==> config.mk <==
export PLATFORM = sky130hd
export DESIGN_NAME = asq_tracker
export DESIGN_NICKNAME = d
export VERILOG_FILES = /design/src/rtl/asq_pkg.sv /design/src/rtl/asq_slot.sv /design/src/rtl/asq_spec_bits.sv /design/src/rtl/asq_tracker.sv
export SDC_FILE = /design/constraint.sdc
export NUM_CORES = 2
export LEC_CHECK = 0
export BUFFER_PORTS_ARGS = -buffer_cell sky130_fd_sc_hd__buf_2
export CELL_PAD_IN_SITES_DETAIL_PLACEMENT = 1
export CELL_PAD_IN_SITES_GLOBAL_PLACEMENT = 2
export CORE_MARGIN = 4
export CORE_UTILIZATION = 40
export CTS_CLUSTER_DIAMETER = 150
export DETAILED_ROUTE_END_ITERATION = 10
export GPL_ROUTABILITY_DRIVEN = 0
export PLACE_DENSITY = 0.74
export SYNTH_ARGS = -nofsm -noshare
export SYNTH_HDL_FRONTEND = slang
export SYNTH_SLANG_ARGS = --single-unit
export TNS_END_PERCENT = 5
==> constraint.sdc <==
create_clock -name clk -period 4.95 [get_ports clk]
set_input_delay 1.485 -clock clk [delete_from_list [all_inputs] [get_ports clk]]
set_output_delay 1.485 -clock clk [all_outputs]
set_load 0.005 [all_outputs]
==> src/rtl/asq_pkg.sv <==
package asq_pkg;
  typedef enum logic [1:0] {
    SQ_FREE   = 2'd0,
    SQ_ACCUM  = 2'd1,
    SQ_AWAIT  = 2'd2,
    SQ_COMMIT = 2'd3
  } sq_state_e;
endpackage

==> src/rtl/asq_slot.sv <==
// One sequence slot: state plus line and permission counters.
module asq_slot
  import asq_pkg::*;
#(
  parameter int CLOSE_LINES = 16,
  localparam int LCW = $clog2(CLOSE_LINES + 1)
) (
  input  logic      clk,
  input  logic      rst,
  input  logic      alloc_i,
  input  logic      alloc_first_i,
  input  logic      add_line_i,
  input  logic      perm_inc_i,
  input  logic      commit_i,
  input  logic      release_i,
  output sq_state_e state_o,
  output logic      eligible_o
);
  sq_state_e      state_q;
  logic [LCW-1:0] lines_q, filled_q;

  always_ff @(posedge clk) begin
    if (rst || release_i) begin
      state_q  <= SQ_FREE;
      lines_q  <= '0;
      filled_q <= '0;
    end else if (alloc_i) begin
      state_q  <= SQ_ACCUM;
      lines_q  <= LCW'(alloc_first_i);
      filled_q <= '0;
    end else begin
      if (commit_i) begin
        state_q <= SQ_COMMIT;
      end else if (add_line_i && state_q == SQ_ACCUM) begin
        lines_q <= lines_q + LCW'(1);
        if (lines_q == LCW'(CLOSE_LINES - 1)) state_q <= SQ_AWAIT;
      end
      if (perm_inc_i) filled_q <= filled_q + LCW'(1);
    end
  end

  assign state_o    = state_q;
  assign eligible_o = (state_q == SQ_ACCUM || state_q == SQ_AWAIT) && (filled_q == lines_q);
endmodule

==> src/rtl/asq_spec_bits.sv <==
// Per-line ownership bits, one column per sequence slot, with column flash clear.
module asq_spec_bits #(
  parameter int NUM_LINES = 256,
  parameter int NUM_SEQ   = 4,
  localparam int LINE_W = $clog2(NUM_LINES),
  localparam int SEQ_W  = $clog2(NUM_SEQ)
) (
  input  logic               clk,
  input  logic               rst,
  input  logic               set_i,
  input  logic [LINE_W-1:0]  set_line_i,
  input  logic [SEQ_W-1:0]   set_seq_i,
  input  logic [NUM_SEQ-1:0] clr_mask_i,
  input  logic [LINE_W-1:0]  rd_line_i,
  output logic [NUM_SEQ-1:0] rd_owner_o
);
  logic [NUM_SEQ-1:0] bits_q [NUM_LINES];
  logic [NUM_SEQ-1:0] set_onehot;

  assign set_onehot = NUM_SEQ'(1) << set_seq_i;

  always_ff @(posedge clk) begin
    for (int l = 0; l < NUM_LINES; l++) begin
      if (rst) bits_q[l] <= '0;
      else bits_q[l] <= (bits_q[l] & ~clr_mask_i) |
                        ((set_i && set_line_i == LINE_W'(l)) ? set_onehot : '0);
    end
  end

  assign rd_owner_o = bits_q[rd_line_i];
endmodule

==> src/rtl/asq_tracker.sv <==
// Atomic sequence table: allocation, closing, oldest-first commit, rollback.
// NUM_SEQ must be a power of two (slot pointers wrap).
module asq_tracker
  import asq_pkg::*;
#(
  parameter int NUM_SEQ     = 4,
  parameter int CLOSE_LINES = 16,
  parameter int NUM_LINES   = 256,
  localparam int SEQ_W  = $clog2(NUM_SEQ),
  localparam int LINE_W = $clog2(NUM_LINES)
) (
  input  logic               clk,
  input  logic               rst,
  input  logic               st_valid,
  input  logic [LINE_W-1:0]  st_line,
  input  logic               st_first,
  output logic               st_ready,
  output logic [SEQ_W-1:0]   st_seq,
  input  logic               perm_valid,
  input  logic [LINE_W-1:0]  perm_line,
  input  logic               viol_valid,
  input  logic [SEQ_W-1:0]   viol_seq,
  output logic               commit_valid,
  output logic [SEQ_W-1:0]   commit_seq,
  output logic [NUM_SEQ-1:0] spec_clr_mask,
  output logic               hold_remote,
  output logic               rb_valid,
  output logic [NUM_SEQ-1:0] rb_mask
);
  logic [SEQ_W-1:0]   head_q, tail_q, open_slot, age_v, age_s;
  sq_state_e          slot_st [NUM_SEQ];
  logic [NUM_SEQ-1:0] elig, busy, discard, release_v, perm_inc, alloc_v, add_v, commit_v, owners;
  logic               open_ok, head_elig, head_done, viol_ok, st_fire, go_commit, full;

  always_comb begin
    open_slot = tail_q - SEQ_W'(1);
    open_ok   = (slot_st[open_slot] == SQ_ACCUM);
    head_elig = elig[head_q];
    head_done = (slot_st[head_q] == SQ_COMMIT);
    full      = &busy;
    viol_ok   = viol_valid && busy[viol_seq] && (slot_st[viol_seq] != SQ_COMMIT);
    age_v     = viol_seq - head_q;
    go_commit = head_elig && !(viol_ok && age_v == '0);
    st_ready  = !viol_valid && (open_ok ? !(open_slot == head_q && head_elig) : !full);
    st_seq    = open_ok ? open_slot : tail_q;
    st_fire   = st_valid && st_ready;
    age_s     = '0;
    for (int s = 0; s < NUM_SEQ; s++) begin
      age_s        = SEQ_W'(s) - head_q;
      discard[s]   = viol_ok && busy[s] && (age_s >= age_v);
      release_v[s] = discard[s] || (head_done && head_q == SEQ_W'(s));
      perm_inc[s]  = perm_valid && owners[s] && !discard[s] &&
                     (slot_st[s] == SQ_ACCUM || slot_st[s] == SQ_AWAIT);
      alloc_v[s]   = st_fire && !open_ok && tail_q == SEQ_W'(s);
      add_v[s]     = st_fire && open_ok && st_first && open_slot == SEQ_W'(s);
      commit_v[s]  = go_commit && head_q == SEQ_W'(s);
    end
  end

  for (genvar g = 0; g < NUM_SEQ; g++) begin : g_slot
    asq_slot #(.CLOSE_LINES(CLOSE_LINES)) u_slot (
      .clk          (clk),
      .rst          (rst),
      .alloc_i      (alloc_v[g]),
      .alloc_first_i(st_first),
      .add_line_i   (add_v[g]),
      .perm_inc_i   (perm_inc[g]),
      .commit_i     (commit_v[g]),
      .release_i    (release_v[g]),
      .state_o      (slot_st[g]),
      .eligible_o   (elig[g])
    );
    assign busy[g] = (slot_st[g] != SQ_FREE);
  end

  asq_spec_bits #(.NUM_LINES(NUM_LINES), .NUM_SEQ(NUM_SEQ)) u_bits (
    .clk       (clk),
    .rst       (rst),
    .set_i     (st_fire && st_first),
    .set_line_i(st_line),
    .set_seq_i (st_seq),
    .clr_mask_i(release_v),
    .rd_line_i (perm_line),
    .rd_owner_o(owners)
  );

  always_ff @(posedge clk) begin
    if (rst) begin
      head_q        <= '0;
      tail_q        <= '0;
      commit_valid  <= 1'b0;
      commit_seq    <= '0;
      spec_clr_mask <= '0;
      hold_remote   <= 1'b0;
      rb_valid      <= 1'b0;
      rb_mask       <= '0;
    end else begin
      head_q        <= head_q + SEQ_W'(head_done);
      tail_q        <= viol_ok ? viol_seq : tail_q + SEQ_W'(st_fire && !open_ok);
      commit_valid  <= go_commit;
      commit_seq    <= go_commit ? head_q : '0;
      spec_clr_mask <= go_commit ? (NUM_SEQ'(1) << head_q) : '0;
      hold_remote   <= go_commit;
      rb_valid      <= viol_ok;
      rb_mask       <= discard;
    end
  end
endmodule

# Word-level counts from Yosys, hierarchy flattened
# Memory sizes are Yosys's and may differ from the RTL's.
# Cells that the tools add are included.
dict set report word_totals {
  register_bits 64
  ram_bits 1024
  in_bits 24
  mem_count 1
}
# name depth word_bits read_ports rd_clocked_by_memory_dff wr line_no
set mem_list {}
lappend mem_list {u_bits.bits_q 256 4 257 0 256 asq_spec_bits.sv:17} ;# logic [NUM_SEQ-1:0] bits_q [NUM_LINES];
dict set report op_classes {
  n_addsub 16
  order_cmp 9
  n_eq_ne 288
  n_shift 2
  n_mux 559
  n_bitwise 777
  reduce_logical 383
}
# op count
set ops {}
lappend ops {{$mux 4} 512}
lappend ops {{$and 4x4->4} 256}
lappend ops {{$eq 8x8->1 const B} 128}
lappend ops {{$or 4x4->4} 256}
lappend ops {{$eq 8x7->1 const B} 64}
lappend ops {{$logic_and 1x1->1} 311}
lappend ops {{$eq 8x6->1 const B} 32}
lappend ops {{$or 1x1->1} 256}
lappend ops {{$eq 8x5->1 const B} 16}
lappend ops {{$eq 8x4->1 const B} 8}
lappend ops {{$add 5x1->5 const B} 8}
lappend ops {{$mux 2} 20}
lappend ops {{$eq 8x3->1 const B} 4}
lappend ops {{$reduce_and 2->1} 16}
lappend ops {{$reduce_bool 2->1} 16}
lappend ops {{$reduce_bool 3->1} 8}
lappend ops {{$eq 2x2->1 const B} 11}
lappend ops {{$mux 1} 22}
lappend ops {{$eq 5x4->1 const B} 4}
lappend ops {{$eq 5x5->1} 4}
lappend ops {{$eq 2x1->1 const B} 8}
lappend ops {{$eq 8x2->1 const B} 2}
lappend ops {{$bmux 2 s2} 3}
lappend ops {{$logic_or 1x1->1} 12}
lappend ops {{other kinds (22)} 57}

# Longest topological paths before layout
dict set report depth {
  ltp_word 17
  ltp_mapped 14
  depth_no_buf 12
}

# By module
# Synthesis repeated with hierarchy kept, for this count alone.
dict set report unflattened {
  cells_unflattened 4825
  hier_area_um2 48017.3
}
# mod n_inst cells_per_inst area_per_inst_um2 seq_area_each_um2
set modules_own_cells {}
lappend modules_own_cells {asq_spec_bits 1 4398 44109.8 20499.7}
lappend modules_own_cells {asq_slot 4 64 591.8 240.2}
lappend modules_own_cells {asq_tracker 1 171 1540.2 320.3}

# Worst setup path after synthesis
# Ideal clock, no wire load.
dict set report synth_timing {
  path_type {input to register}
  from {in viol_seq[0]}
  to {reg g_slot[2].u_slot.lines_q[3]}
  setup_time_ns 0.074
  arrival_ns 3.986
  setup_slack_ns 0.890
  cell_stages 11
  n_path_buf 0
  path_cell_list {inv_2 -> ha_1 -> fa_1 -> ha_1 -> a21boi_0 -> o21bai_1 -> nor2_1 -> a211o_1 -> a21o_1 -> or4_1 -> o21ai_0}
}
dict set report synth_via {
  elab_chain_cells 12
  elab_cells_between_ends 23
}
# element line_no
set synth_rtl {}
lappend synth_rtl {{start, declared} asq_tracker.sv:22} ;# input logic [SEQ_W-1:0] viol_seq,
lappend synth_rtl {{$not 2->3 (not written as such)} asq_tracker.sv:41} ;# viol_ok = viol_valid && busy[viol_seq] && (slot_st[viol_seq] != SQ_COMMIT);
lappend synth_rtl {{$bmux 2 s2} asq_tracker.sv:41}
lappend synth_rtl {{$mux 2 (not written as such) (2 in series)} asq_tracker.sv:41}
lappend synth_rtl {{$ne 2x2->1} asq_tracker.sv:41}
lappend synth_rtl {{$logic_and 1x1->1} asq_tracker.sv:41}
lappend synth_rtl {{$logic_and 1x1->1} asq_tracker.sv:43} ;# go_commit = head_elig && !(viol_ok && age_v == '0);
lappend synth_rtl {{$logic_not 1->1} asq_tracker.sv:43}
lappend synth_rtl {{$logic_and 1x1->1} asq_tracker.sv:43}
lappend synth_rtl {{$logic_and 1x1->1} asq_tracker.sv:56} ;# commit_v[s] = go_commit && head_q == SEQ_W'(s);
lappend synth_rtl {{$not 1->1 (no line)} -}
lappend synth_rtl {{$reduce_and 2->1 (no line)} -}
lappend synth_rtl {{end signal, assigned} asq_slot.sv:29} ;# lines_q <= LCW'(alloc_first_i);
lappend synth_rtl {{end signal, assigned} asq_slot.sv:35} ;# lines_q <= lines_q + LCW'(1);
lappend synth_rtl {{end, declared} asq_slot.sv:20} ;# logic [LCW-1:0] lines_q, filled_q;
# Several ways; a longest one is shown, not always the timed one. The select of a mux whose other input is x is not followed.
# A chain may end at the register's enable or synchronous reset.

# Worst setup path in the final report
dict set report layout_timing {
  from {reg tail_q[0]}
  to {out st_ready}
}
dict set report layout_via {
  elab_chain_cells 8
  elab_cells_between_ends 11
}
# element line_no
set layout_rtl {}
lappend layout_rtl {{start, declared} asq_tracker.sv:30} ;# logic [SEQ_W-1:0] head_q, tail_q, open_slot, age_v, age_s;
lappend layout_rtl {{start signal, assigned} asq_tracker.sv:99} ;# tail_q <= viol_ok ? viol_seq : tail_q + SEQ_W'(st_fire && !open_ok);
lappend layout_rtl {{$sub 2x1->2 (*)} asq_tracker.sv:36} ;# open_slot = tail_q - SEQ_W'(1);
lappend layout_rtl {{$not 2->3 (not written as such)} asq_tracker.sv:37} ;# open_ok = (slot_st[open_slot] == SQ_ACCUM);
lappend layout_rtl {{$bmux 2 s2} asq_tracker.sv:37}
lappend layout_rtl {{$mux 2 (not written as such) (2 in series)} asq_tracker.sv:37}
lappend layout_rtl {{$eq 2x1->1} asq_tracker.sv:37}
lappend layout_rtl {{$mux 1 (*)} asq_tracker.sv:44} ;# st_ready = !viol_valid && (open_ok ? !(open_slot == head_q && head_elig) : !full);
lappend layout_rtl {{$logic_and 1x1->1 (*)} asq_tracker.sv:44}
lappend layout_rtl {{end, declared} asq_tracker.sv:17} ;# output logic st_ready,
# Mark *: on every way between the ends. The rest lies on a longest branch, timed or not. The select of a mux whose other input is x is not followed.

==> reports/results.ini <==
[drt]
routedWlPerCell_um = 24.6
via_count = 36400
finalWirelength_um = 157000
viasPerCell = 5.70
dr.pass1.iters = 5
route.detailed.drc = 0
ant_nets = 0
dr.first_iter.drc_count = 2668

[layout]
regArea_um2 = 21800
multiInputGateArea_um2 = 21100
syn_to_final_growth_pct = 14.0
final_net_count = 4853
num-fill-cells = 12600
layout-drive-gt1-share_pct = 13.8

[outcome]
status = completed

[sta]
fin_crit_sh_pct = 91.3
hold_viol = 0
max_slew_margin_pct = 18.6
final.setup.tns_ns = 0
drv_slew = 0
grt_setup_unrepaired = no
hold_ws_ns = 0.445
skew_ns = 0.0259
setup_violations = 0
fin_ws_ns = 0.433
min_period_ns = 4.52
worstMarginPinSlew_ns = 1.22
fmax_mhz = 221

[logic_synthesis]
synth.area.top_cells = dfxtp_1, o21ai_0, nand2_1
yosys.area.top_type = dfxtp_1
syn_inst = 4840
async_reset_ff_share_pct = 0
ys.flop_type = dfxtp_1
synth_cell_type_count = 89
yosys_warnings = 0
synth_common_cells = nand2_1, dfxtp_1, o21ai_0, clkbuf_1, nand3_1
ys_seq_area_share_pct = 48.6
yosysMostFrequentCell = nand2_1
synth-seq-cells = 1088
syn_nets = 4904
synth_edf_count = 0
syn_area_um2 = 44800
yosysTopAreaCellShare_pct = 48.6
syn_area_per_cell_um2 = 9.26

[global_routing]
antenna_found_initial = 6
first_global_vias = 36600
grt_max_degree = 193
grt_pass1_wl_um = 237000
grt_overflow = 0
grt_usage_pct = 26.3

[floorplanning]
rows = 122
coreArea_um2 = 111000
ioPinCount = 40
die_area_um2 = 117000
die_x_um = 343
die_h_um = 343
start_util_pct = 40.4

[hold_path]
hp-start = u_bits.bits_q[209][2]
worstHoldPathType = flop to flop

[setup_path]
worstSetupStartpoint = tail_q[0]
crit_path_end = st_ready
rr_endpoint = u_bits.bits_q[55][3]
rrSetupSlack_ns = 1.02
cp.arrival_ns = 3.03
crit_type = flop to output port
rr_worst_depth = 9
worstReg2RegStart = tail_q[0]
crit_required_ns = 3.46
crit_fanout = 11
start_kind = flop
cp-end-kind = output port

[clock_network]
cts.path.max_buffers = 3
cts.clk_slew.worst_paths_ns = 0.06
clkSinkCount = 1088
post_cts_buffers = 0
clkLatencyLatePin_ns = 0.72
cts_root_buffer = clkbuf_16
cts_tree = done
cts_hold_buf = 0
cts_resized = 0
cts_buffers = 119
htree_levels = 3

[run]
maxCapViolCount = 0

[power]
ir_drop_mv = 0.284
power_density_nw_per_um2 = 391
p_leak_uw = 0.0178

[place]
dp_hpwl_um = 101000
place_ws_ns = 0.244
portBuffers = 39

==> cell type report <==
cell class                 instances  share of cell area (%)
timing repair buffer             220                    4.00
clock buffer                     180                    7.11
multi-input combinational       3331                    41.3
sequential                      1088                    42.6
tap                             1488                    3.64
inverter                          29                   0.213
antenna                            3                  0.0147
clock inverter                    38                    1.06
==> kinds of logic after synthesis <==
| family | count (synthesis) | share of synthesized area, % |
|---|---|---|
| AO/OA/AOI/OAI | 1284 | 15.7 |
| flip-flops | 1088 | 48.6 |
| multiplexers | 344 | 13.8 |
| XOR/XNOR | 35 | 0.684 |
| adder cells (fa/ha/maj) | 40 | 1.15 |
| buffers and inverters | 421 | 4.74 |
| AND/OR/NAND/NOR | 1628 | 15.3 |
==> worst min-delay path by stage <==
stage / depth (start not counted) / end / slack [ns]
6_report: 2 / u_bits.bits_q[209][2] / 0.45
5_1_grt: 2 / u_bits.bits_q[121][1] / 0.47
4_1_cts: 2 / u_bits.bits_q[209][2] / 0.45
3_5_place_dp: 2 / u_bits.bits_q[209][2] / 0.43
3_3_place_gp: 2 / u_bits.bits_q[163][3] / 0.43
2_1_floorplan: 2 / u_bits.bits_q[105][0] / 0.42
==> through the flow <==
stage	power, uW	cell area (um^2)	utilization (%)	cells
2_1_floorplan	10000	44800	-	4840
6_report	20000	51100	46.0	6377
4_1_cts	20200	51100	46.0	6374
5_1_grt	20700	51100	46.0	6374
3_5_place_dp	10700	46900	42.3	6156
3_3_place_gp	10700	46900	42.3	6156
==> power by group <==
group | total, uW | leakage (uW) | internal (uW) | switching, uW
logic | 1720 | 0.00695 | 492 | 1230
registers | 8820 | 0.00876 | 8790 | 37.2
clock network | 9460 | 0.00206 | 5700 | 3760
==> critical path, stage by stage (launching register included) <==
cell,delay (ns)
dfxtp_1,0.65
inv_1,0.17
ha_1,0.39
nand2b_1,0.10
a21oi_1,0.04
o21ai_1,0.24
o31ai_4,0.11
nor2_2,0.41
buf_2,0.21
==> routing by layer <==
metal / vias to the layer above / part of all wire, % / track usage (%)
li1: 17000 / - / -
met1: 18400 / 46 / 36.6
met2: 745 / 46 / 42.3
met3: 228 / 4.9 / 4.35
met4: 2 / 2.9 / 7.54
met5: - / 0.0077 / 0
==> sequential cells by signal, indices dropped and copies added (netlist names), 4 cells and up <==
name / cells
rb_mask: 4
g_slot.u_slot.lines_q: 20
g_slot.u_slot.filled_q: 20
u_bits.bits_q: 1024
spec_clr_mask: 4
g_slot.u_slot.state_o: 8
==> layout by cell type (no fill, tap or decap), types with 17 or more instances in the layout <==
cell	instances
mux2i_1	109
or3_1	20
a221oi_1	26
buf_12	37
a22oi_1	31
mux2_2	26
a31oi_1	19
clkbuf_8	32
mux4_2	178
nand2_1	1171
buf_2	35
ha_1	38
nand4_1	24
a21oi_1	45
clkinv_2	20
xor2_1	20
inv_1	27
clkbuf_1	24
o221ai_1	17
clkbuf_16	124
o21ai_0	1046
nor2_1	48
mux4_1	30
a211oi_1	18
buf_4	145
dfxtp_1	1088
nand3_1	233
Power figures use the tool's default switching activity.
